<file path="src/rtl/pcs_pkg.sv">
package pcs_pkg;

  typedef enum logic [1:0] {
    PH_CMD  = 2'd0,
    PH_LOAD = 2'd1,
    PH_READ = 2'd2
  } phase_t;

  typedef enum logic [2:0] {
    ACT_NONE,
    ACT_LOAD,
    ACT_READ,
    ACT_INC,
    ACT_BEGIN,
    ACT_END,
    ACT_ERASE
  } act_t;

  localparam int OP_W = 4;

  localparam logic [OP_W-1:0] OP_LOAD  = 4'b0010;
  localparam logic [OP_W-1:0] OP_READ  = 4'b0100;
  localparam logic [OP_W-1:0] OP_INC   = 4'b0110;
  localparam logic [OP_W-1:0] OP_BEGIN = 4'b1000;
  localparam logic [OP_W-1:0] OP_END   = 4'b1110;
  localparam logic [OP_W-1:0] OP_ERASE = 4'b1001;

  function automatic act_t decode_op(input logic [OP_W-1:0] op);
    act_t a;
    case (op)
      OP_LOAD:  a = ACT_LOAD;
      OP_READ:  a = ACT_READ;
      OP_INC:   a = ACT_INC;
      OP_BEGIN: a = ACT_BEGIN;
      OP_END:   a = ACT_END;
      OP_ERASE: a = ACT_ERASE;
      default:  a = ACT_NONE;
    endcase
    return a;
  endfunction

endpackage

</file>
<file path="src/rtl/pcs_pin_sync.sv">
module pcs_pin_sync #(
  parameter int STAGES = 2
) (
  input  logic clk,
  input  logic rst,
  input  logic pclk_pin,
  input  logic pdat_pin,
  output logic pclk_rise,
  output logic pclk_fall,
  output logic pdat_s
);

  logic [STAGES-1:0] clk_pipe;
  logic [STAGES-1:0] dat_pipe;
  logic              clk_last;

  always_ff @(posedge clk) begin
    if (rst) begin
      clk_pipe <= '0;
      dat_pipe <= '0;
      clk_last <= 1'b0;
    end else begin
      clk_pipe <= {clk_pipe[STAGES-2:0], pclk_pin};
      dat_pipe <= {dat_pipe[STAGES-2:0], pdat_pin};
      clk_last <= clk_pipe[STAGES-1];
    end
  end

  assign pclk_rise = clk_pipe[STAGES-1] & ~clk_last;
  assign pclk_fall = ~clk_pipe[STAGES-1] & clk_last;
  assign pdat_s    = dat_pipe[STAGES-1];

endmodule

</file>
<file path="src/rtl/pcs_frame.sv">
module pcs_frame
  import pcs_pkg::*;
#(
  parameter int CMD_BITS  = 6,
  parameter int DATA_BITS = 14,
  parameter int WORD_BITS = 12,
  parameter int CNT_W     = 4
) (
  input  logic                 clk,
  input  logic                 rst,
  input  logic                 mode_rst,
  input  logic                 fall,
  input  logic                 dat,
  output phase_t               phase,
  output logic [CNT_W-1:0]     cnt,
  output logic                 load_stb,
  output logic [WORD_BITS-1:0] load_word,
  output logic                 read_stb,
  output logic                 inc_stb,
  output logic                 prog_begin_stb,
  output logic                 prog_end_stb,
  output logic                 erase_stb,
  output logic                 seq_err
);

  localparam int              FRAME_CLKS = DATA_BITS + 2;
  localparam logic [CNT_W-1:0] CMD_LAST   = CNT_W'(CMD_BITS - 1);
  localparam logic [CNT_W-1:0] FRAME_LAST = CNT_W'(FRAME_CLKS - 1);
  localparam logic [CNT_W-1:0] WORD_LAST  = CNT_W'(WORD_BITS);
  localparam logic [CNT_W-1:0] OP_LAST    = CNT_W'(OP_W);

  logic [OP_W-1:0]      op_sr;
  logic [WORD_BITS-1:0] wsr;
  logic                 armed;

  always_ff @(posedge clk) begin
    load_stb       <= 1'b0;
    read_stb       <= 1'b0;
    inc_stb        <= 1'b0;
    prog_begin_stb <= 1'b0;
    prog_end_stb   <= 1'b0;
    erase_stb      <= 1'b0;
    seq_err        <= 1'b0;
    if (rst) begin
      phase     <= PH_CMD;
      cnt       <= '0;
      op_sr     <= '0;
      wsr       <= '0;
      armed     <= 1'b0;
      load_word <= '0;
    end else if (mode_rst) begin
      phase <= PH_CMD;
      cnt   <= '0;
      armed <= 1'b0;
    end else if (fall) begin
      if (phase == PH_CMD) begin
        // command bits arrive LSB first; only the decoded low bits are kept
        if (cnt < OP_LAST) op_sr[cnt[1:0]] <= dat;
        if (cnt == CMD_LAST) begin
          cnt <= '0;
          case (decode_op(op_sr))
            ACT_LOAD:  phase <= PH_LOAD;
            ACT_READ: begin
              phase    <= PH_READ;
              read_stb <= 1'b1;
            end
            ACT_INC:   inc_stb <= 1'b1;
            ACT_BEGIN: begin
              if (armed) begin
                prog_begin_stb <= 1'b1;
                armed          <= 1'b0;
              end else begin
                seq_err <= 1'b1;
              end
            end
            ACT_END:   prog_end_stb <= 1'b1;
            ACT_ERASE: erase_stb    <= 1'b1;
            default:   ;
          endcase
        end else begin
          cnt <= cnt + CNT_W'(1);
        end
      end else begin
        // data frame: slot 0 start, slots 1..DATA_BITS data, last slot stop
        if (cnt >= CNT_W'(1) && cnt <= WORD_LAST)
          wsr <= {dat, wsr[WORD_BITS-1:1]};
        if (cnt == FRAME_LAST) begin
          phase <= PH_CMD;
          cnt   <= '0;
          if (phase == PH_LOAD) begin
            load_stb  <= 1'b1;
            load_word <= wsr;
            armed     <= 1'b1;
          end
        end else begin
          cnt <= cnt + CNT_W'(1);
        end
      end
    end
  end

  // strobes never overlap
  p_one_strobe_r11: assert property (@(posedge clk) disable iff (rst)
    $onehot0({load_stb, read_stb, inc_stb, prog_begin_stb, prog_end_stb, erase_stb, seq_err}));

  // program strobe only with a pending word, error only without
  p_begin_armed_r6: assert property (@(posedge clk) disable iff (rst)
    prog_begin_stb |-> $past(armed));
  p_err_unarmed_r6: assert property (@(posedge clk) disable iff (rst)
    seq_err |-> !$past(armed));

  // bit count stays inside a command
  p_cmd_count_r1: assert property (@(posedge clk) disable iff (rst)
    (phase == PH_CMD) |-> (cnt <= CMD_LAST));

  // a word is delivered only from a write frame
  p_load_from_frame_r4: assert property (@(posedge clk) disable iff (rst)
    load_stb |-> ($past(phase) == PH_LOAD));

  // fetch strobe opens a fetch frame
  p_read_enters_r5: assert property (@(posedge clk) disable iff (rst)
    read_stb |-> (phase == PH_READ));

  // mode-entry reset lands in the command phase
  p_mode_rst_r8: assert property (@(posedge clk) disable iff (rst)
    mode_rst |=> (phase == PH_CMD && cnt == '0 && !armed));

endmodule

</file>
<file path="src/rtl/pcs_tx.sv">
module pcs_tx #(
  parameter int DATA_BITS = 14,
  parameter int WORD_BITS = 12,
  parameter int CNT_W     = 4
) (
  input  logic                 clk,
  input  logic                 rst,
  input  logic                 mode_rst,
  input  logic                 rise,
  input  logic                 in_read,
  input  logic [CNT_W-1:0]     cnt,
  input  logic [WORD_BITS-1:0] mem_rdata,
  output logic                 pdat_out,
  output logic                 pdat_oe
);

  localparam int               PAD       = DATA_BITS - WORD_BITS;
  localparam logic [CNT_W-1:0] DATA_LAST = CNT_W'(DATA_BITS);

  logic [DATA_BITS-1:0] tx_sr;

  always_ff @(posedge clk) begin
    if (rst) begin
      tx_sr    <= '0;
      pdat_out <= 1'b0;
      pdat_oe  <= 1'b0;
    end else if (mode_rst || !in_read) begin
      pdat_out <= 1'b0;
      pdat_oe  <= 1'b0;
    end else if (rise) begin
      if (cnt == '0) begin
        // start slot: capture word, pad top bits with zero
        tx_sr <= {{PAD{1'b0}}, mem_rdata};
      end else if (cnt <= DATA_LAST) begin
        pdat_oe  <= 1'b1;
        pdat_out <= tx_sr[0];
        tx_sr    <= tx_sr >> 1;
      end else begin
        pdat_oe  <= 1'b0;
        pdat_out <= 1'b0;
      end
    end
  end

  // output enable only inside a fetch frame
  p_oe_in_read_r5: assert property (@(posedge clk) disable iff (rst)
    pdat_oe |-> $past(in_read));

  // no output value without the enable
  p_out_gated_r5: assert property (@(posedge clk) disable iff (rst)
    pdat_out |-> pdat_oe);

  // mode-entry reset releases the pin
  p_release_r8: assert property (@(posedge clk) disable iff (rst)
    mode_rst |=> !pdat_oe);

endmodule

</file>
<file path="src/rtl/prog_cmd_slave.sv">
module prog_cmd_slave
  import pcs_pkg::*;
#(
  parameter int SYNC_STAGES = 2,
  parameter int CMD_BITS    = 6,
  parameter int DATA_BITS   = 14,
  parameter int WORD_BITS   = 12
) (
  input  logic                 clk,
  input  logic                 rst,
  input  logic                 mode_rst,
  input  logic                 pclk_pin,
  input  logic                 pdat_pin,
  input  logic [WORD_BITS-1:0] mem_rdata,
  output logic                 pdat_out,
  output logic                 pdat_oe,
  output logic                 load_stb,
  output logic [WORD_BITS-1:0] load_word,
  output logic                 read_stb,
  output logic                 inc_stb,
  output logic                 prog_begin_stb,
  output logic                 prog_end_stb,
  output logic                 erase_stb,
  output logic                 seq_err
);

  localparam int FRAME_CLKS = DATA_BITS + 2;
  localparam int MAX_CNT    = (FRAME_CLKS > CMD_BITS) ? FRAME_CLKS : CMD_BITS;
  localparam int CNT_W      = $clog2(MAX_CNT);

  logic             pclk_rise;
  logic             pclk_fall;
  logic             pdat_s;
  phase_t           phase;
  logic [CNT_W-1:0] cnt;

  pcs_pin_sync #(.STAGES(SYNC_STAGES)) u_sync (
    .clk       (clk),
    .rst       (rst),
    .pclk_pin  (pclk_pin),
    .pdat_pin  (pdat_pin),
    .pclk_rise (pclk_rise),
    .pclk_fall (pclk_fall),
    .pdat_s    (pdat_s)
  );

  pcs_frame #(
    .CMD_BITS  (CMD_BITS),
    .DATA_BITS (DATA_BITS),
    .WORD_BITS (WORD_BITS),
    .CNT_W     (CNT_W)
  ) u_frame (
    .clk            (clk),
    .rst            (rst),
    .mode_rst       (mode_rst),
    .fall           (pclk_fall),
    .dat            (pdat_s),
    .phase          (phase),
    .cnt            (cnt),
    .load_stb       (load_stb),
    .load_word      (load_word),
    .read_stb       (read_stb),
    .inc_stb        (inc_stb),
    .prog_begin_stb (prog_begin_stb),
    .prog_end_stb   (prog_end_stb),
    .erase_stb      (erase_stb),
    .seq_err        (seq_err)
  );

  pcs_tx #(
    .DATA_BITS (DATA_BITS),
    .WORD_BITS (WORD_BITS),
    .CNT_W     (CNT_W)
  ) u_tx (
    .clk       (clk),
    .rst       (rst),
    .mode_rst  (mode_rst),
    .rise      (pclk_rise),
    .in_read   (phase == PH_READ),
    .cnt       (cnt),
    .mem_rdata (mem_rdata),
    .pdat_out  (pdat_out),
    .pdat_oe   (pdat_oe)
  );

endmodule

</file>
<file path="config.mk">
export PLATFORM = sky130hd
export DESIGN_NAME = prog_cmd_slave
export DESIGN_NICKNAME = d
export VERILOG_FILES = /design/src/rtl/pcs_pkg.sv /design/src/rtl/pcs_pin_sync.sv /design/src/rtl/pcs_frame.sv /design/src/rtl/pcs_tx.sv /design/src/rtl/prog_cmd_slave.sv
export SDC_FILE = /design/constraint.sdc
export NUM_CORES = 1
export LEC_CHECK = 0
export BUFFER_PORTS_ARGS = -buffer_cell sky130_fd_sc_hd__buf_2
export CAP_MARGIN = 20
export CORE_MARGIN = 3
export CORE_UTILIZATION = 59
export CTS_BUF_LIST = sky130_fd_sc_hd__clkbuf_4
export CTS_CLUSTER_DIAMETER = 30
export DETAILED_ROUTE_END_ITERATION = 6
export GPL_TIMING_DRIVEN = 0
export HOLD_SLACK_MARGIN = 0.05
export MAX_ROUTING_LAYER = met4
export PLACE_DENSITY = 0.84
export SLEW_MARGIN = 20
export SYNTH_ARGS = -nofsm -noshare
export SYNTH_HDL_FRONTEND = slang
export SYNTH_HIERARCHICAL = 1
export SYNTH_SLANG_ARGS = --single-unit
</file>
<file path="constraint.sdc">
create_clock -name clk -period 2.4 [get_ports clk]
set_input_delay 0 -clock clk [delete_from_list [all_inputs] [get_ports clk]]
set_output_delay 0 -clock clk [all_outputs]
set_load 0.02 [all_outputs]
</file>
# --- Word-level counts from Yosys, hierarchy flattened ---
# Index checks and enable logic that the tools add are counted.
op_classes:
  addsub: 1
  order_cmp: 6
  n_eq_ne: 19
  n_mux: 32
  bitwise: 12
  n_reduce_logical: 21
op_table:
  columns: ["cell", "count"]
  rows:
  - ["$mux 14", 2]
  - ["$pmux 3 s6", 1]
  - ["$eq 4x4->1 const B", 4]
  - ["$mux 1", 15]
  - ["$mux 3", 5]
  - ["$eq 4x3->1 const B", 3]
  - ["$mux 4", 3]
  - ["$reduce_and 4->1", 3]
  - ["$not 1->1", 10]
  - ["$reduce_and 5->1", 2]
  - ["$reduce_or 5->1", 2]
  - ["$eq 3x3->1 const B", 3]
  - ["$le 4x4->1 const B", 2]
  - ["$eq 3x2->1 const B", 2]
  - ["$mux 2", 3]
  - ["$reduce_bool 2->1", 3]
  - ["$reduce_or 6->1", 1]
  - ["$add 4x1->4 const B", 1]
  - ["$bwmux 4", 1]
  - ["$eq 4x2->1 const B", 1]
  - ["$ge 4x1->1 const B", 1]
  - ["$logic_not 4->1", 1]
  - ["$lt 4x3->1 const B", 1]
  - ["$ne 2x2->1 const B", 2]
  - ["16 further kinds", 19]
word_totals:
  register_bits: 63
  input_bits: 17
  out_inout_bits: 21
  elab_cells: 110

# --- Longest topological paths before layout ---
depth:
  depth_word: 11
  depth_mapped: 7
  mapped_depth_nobuf: 6

# --- Hierarchy ---
# The synthesis kept the hierarchy.
modules_own_cells:
  columns: ["mod", "instances", "cells_per_inst", "area_each_um2", "seq_area_each_um2"]
  rows:
  - ["pcs_frame", 1, 173, 1788.0, 840.8]
  - ["pcs_tx", 1, 80, 725.7, 280.3]
  - ["pcs_pin_sync", 1, 12, 143.9, 100.1]
  - ["prog_cmd_slave", 1, 1, 13.8, 0.0]

# --- Worst setup path before layout ---
# Ideal clock, no wire load.
synth_timing:
  path_kind: "reg-to-reg"
  from: "register u_frame.cnt[0]"
  to: "register u_frame.wsr[10]"
  setup_ns: 0.128
  arrival_ns: 1.732
  t_required_ns: 2.272
  setup_slack_ns: 0.541
  stages_incl_launch_ff: 8
  path_buffers: 1
  synth_period_minus_slack_ns: 1.859
  cell_sequence: "dfxtp_1 inv_1 ha_1 nor4b_1 nor4_4 buf_4 mux2i_1 nor2_1"
synth_via:
  elab_chain_len: 3
  word_cells_on_any_way: 4
  classes_between: "order compare: 2; reduce/logical: 2"
synth_rtl:
  columns: ["item", "line", "rtl"]
  rows:
  - ["start, declared", "pcs_frame.sv:15", "output logic [CNT_W-1:0] cnt,"]
  - ["start signal, assigned", "pcs_frame.sv:81", "cnt <= cnt + CNT_W'(1);"]
  - ["start signal, assigned", "pcs_frame.sv:96", "cnt <= cnt + CNT_W'(1);"]
  - ["$ge 4x1->1 / $le 4x4->1 (equally long branches)", "pcs_frame.sv:85", "if (cnt >= CNT_W'(1) && cnt <= WORD_LAST)"]
  - ["$logic_and 1x1->1 *", "pcs_frame.sv:85", null]
  - ["$reduce_and 4->1 (no source line) *", null, null]
  - ["end signal, assigned", "pcs_frame.sv:86", "wsr <= {dat, wsr[WORD_BITS-1:1]};"]
  - ["end, declared", "pcs_frame.sv:33", "logic [WORD_BITS-1:0] wsr;"]
# Mark *: on every way between the ends. The rest lies on a longest branch, timed or not.
# A chain may end at the register's enable or synchronous reset.

# --- Final worst setup path ---
layout_timing:
  from: "register u_frame.cnt[0]"
  to: "register u_frame.load_word[7]"
layout_via:
  elab_chain_len: 2
layout_rtl:
  columns: ["item", "line", "rtl"]
  rows:
  - ["$eq 4x4->1", "pcs_frame.sv:87", "if (cnt == FRAME_LAST) begin"]
  - ["$reduce_and 5->1 (no source line)", null, null]
  - ["end signal, assigned", "pcs_frame.sv:92", "load_word <= wsr;"]
  - ["end, declared", "pcs_frame.sv:17", "output logic [WORD_BITS-1:0] load_word,"]
# Every way passes these cells.

==> impl_metrics.tcl <==
set metrics [dict create \
    status "finished clean" \
    drive_gt1_share_pct 24.8 \
    final_cell_area_mm2 0.00323 \
    place_area_mm2 0.00292 \
    placementRows 23 \
    finalCritPeriodShare_pct 89.7 \
    cp.required_ns 2.68 \
    nFillCells 286 \
    synth_area_mm2 0.00267 \
    fmax_ghz 0.465 \
    seq_area_frac_synth_pct 45.7 \
    track_usage_pct 24.1 \
    grt_pass1_wl_um 9560 \
    reg2reg_depth 6 \
    yosysWarnings 6 \
    yosys-mux-area-fraction_pct 11.2 \
    drv_slew 0 \
    synth_edf_count 0 \
    tightest_slew_ns 0.652 \
    gp_congestion 0.834 \
    ys.flop_type "dfxtp_1" \
    power_density_mw_per_mm2 512 \
    root_buffer "clkbuf_4" \
    syn_avg_cell_area_um2 10.0 \
    vias 2163 \
    totalWireLength_um 5680 \
    ir_worst_vdd_mv 0.473 \
    crit_start "u_frame/cnt[0]$_SDFFE_PP0P_" \
    avgViaCountPerCell 5.56 \
    path_max_fanout 10 \
    synthesis.nets 288 \
    synth_seq_cells 61 \
    yosys-top-cells-count "dfxtp_1 (61), nor2_1 (33), mux2i_1 (30)" \
    start_util_pct 64.0 \
    drc 0 \
    clk_latency_ns 0.40 \
    hold_start "mem_rdata[11]" \
    hold_path.class "input pin to flip-flop" \
    cts-buffers-inserted 9 \
    cts_sinks 61 \
    io_pins 38 \
    timing.rr.start "u_frame/cnt[0]$_SDFFE_PP0P_" \
    first_pass_iters 5 \
    power.leakage_uw 0.00128 \
    synth_most_common_cell "dfxtp_1" \
    diodes 0 \
    synth_xor_area_share_pct 0 \
    synth_top_family_by_area "simple AND/OR/NAND/NOR gates" \
    r2r-end "u_frame/load_word[7]$_SDFFE_PP0P_" \
    cts_tree "yes" \
    seq_area_mm2 0.00122 \
    yosysUniqueCellTypes 49 \
    synth-compound-area-share_pct 11.8 \
    core_area_mm2 0.00417 \
    finalCriticalPeriod_ns 2.15 \
    endpoint "u_frame/load_word[7]$_SDFFE_PP0P_" \
    start_kind "flip-flop" \
    fp.dieH_um 73.3 \
    setup_violations 0 \
    nNetsFinal 357 \
    synthArstFlopShare_pct 0 \
    numPortBuffers 37 \
    crit_type "flip-flop to flip-flop" \
    skew_ns 0.00871 \
    arrival_ns 2.44 \
    synthSimpleGateAreaFrac_pct 25.4 \
    htree_levels 3 \
    max_slew_margin_pct 56.4 \
    r2r_slack_ns 0.25 \
    dieArea_mm2 0.00537 \
    die_w_um 73.3 \
    hold_viol_final 0 \
    crit_path_end_kind "flip-flop" \
    synth_largest_area_cell "dfxtp_1" \
    grt-ovfl-total 0 \
    netlist.area_leader.share_pct 45.7 \
    hpwl_um 3760 \
    hold_path_depth 4 \
    grt_pass1_vias 2162 \
    antenna_left 0 \
    clockBufferDepth 2 \
    synthAdderAreaFrac_pct 2.34 \
    syn_inst 266 \
    antenna_found_initial 0 \
    areaGrowthSynthToFinish_pct 20.8 \
    hold-worst-slack_ns 0.409 \
    multiInputGateArea_mm2 0.00136 \
    synth_area_leaders "dfxtp_1 (46%), mux2i_1 (11%), nor2_1 (4.6%), a311oi_2 (3.9%), nand2_1 (3.7%)" \
    grt_max_degree 14 \
    fin_util_pct 77.4 \
    cap_violations 0 \
    rsz0062_at_grt "no" \
    fin_setup_tns_ns 0 \
    drtIter0Drc 139 \
    clk_pin_slew_ns 0.10 \
    wl_per_cell_um 14.6 \
    finalPower_uw 1650 \
]
## layout by cell type, fill, tap and decap left out, drive strengths merged, types with 7 or more instances in the layout
| cell type | n |
|---|---|
| a311oi | 11 |
| clkbuf | 15 |
| nor2 | 33 |
| a21oi | 19 |
| nor2b | 8 |
| buf | 45 |
| dfxtp | 61 |
| dlygate4sd3 | 21 |
| nand2 | 27 |
| nor3 | 7 |
| mux2i | 30 |
## critical path, stage by stage (launching register included)
cell and delay (ns):
dfxtp_1 0.56, ha_1 0.33, nand4b_1 0.17, nor3_2 0.30
buf_2 0.37, mux2i_1 0.25, nor2_1 0.05
## worst min-delay path by stage
stage,to,slack (ns)
global placement,u_sync/clk_pipe[0]$_SDFF_PP0_,0.21
floorplan,u_sync/clk_last$_SDFF_PP0_,0.07
CTS,u_tx/tx_sr[9]$_SDFFE_PP0P_,0.39
global route,u_tx/tx_sr[11]$_SDFFE_PP0P_,0.40
finish,u_tx/tx_sr[11]$_SDFFE_PP0P_,0.41
detailed placement,u_sync/clk_pipe[0]$_SDFF_PP0_,0.22
## cells by family after synthesis
| kind of cell | after synthesis |
|---|---|
| compound gates | 40 |
| fa+ha+maj | 5 |
| buf+inv | 17 |
| simple gates | 113 |
| mux | 30 |
| flops | 61 |
## flip-flops by register name, summed over array words and instances (netlist names), 2 cells and up
name               flops
u_frame/cnt            4
u_frame/load_word     12
u_frame/op_sr          4
u_frame/phase          2
u_frame/wsr           12
u_sync/clk_pipe        2
u_sync/dat_pipe        2
u_tx/tx_sr            12
## repair_timing
action,CTS,global route
hold buffers,21,0
setup buffers,0,0
endpoints found under the hold margin,21,0
gates resized for setup,0,0
setup endpoints to repair,0,0
## power breakdown
group          internal (µW)  switching, µW
combinational           39.3           38.4
sequential              1020           2.60
clock                    196            360
total                   1250            401
## layer usage
layer | wire (µm) | track usage, %
met3 | 304 | 8.48
met2 | 2820 | 39.7
met4 | 56 | 8.40
met1 | 2500 | 27.1
met5 | 0 | -
## area by class of cell
cell class / count / area share (%)
clock buffer: 9 / 2.09
multi-input combinational: 188 / 42.0
inverter: 3 / 0.349
timing repair buffer: 58 / 12.2
clock inverter: 6 / 0.969
tap: 50 / 1.94
sequential: 61 / 37.8
buffer: 14 / 2.56
## stage by stage
| stage | setup slack (ns) | std cells |
|---|---|---|
| after global routing | 0.0505 | 389 |
| final | 0.248 | 389 |
| after CTS | 0.249 | 389 |
| after detailed placement | 0.260 | 353 |
| after global placement | 0.309 | 353 |
| after floorplan | 0.541 | 266 |
Note: power is estimated with default switching activity, not from simulation.
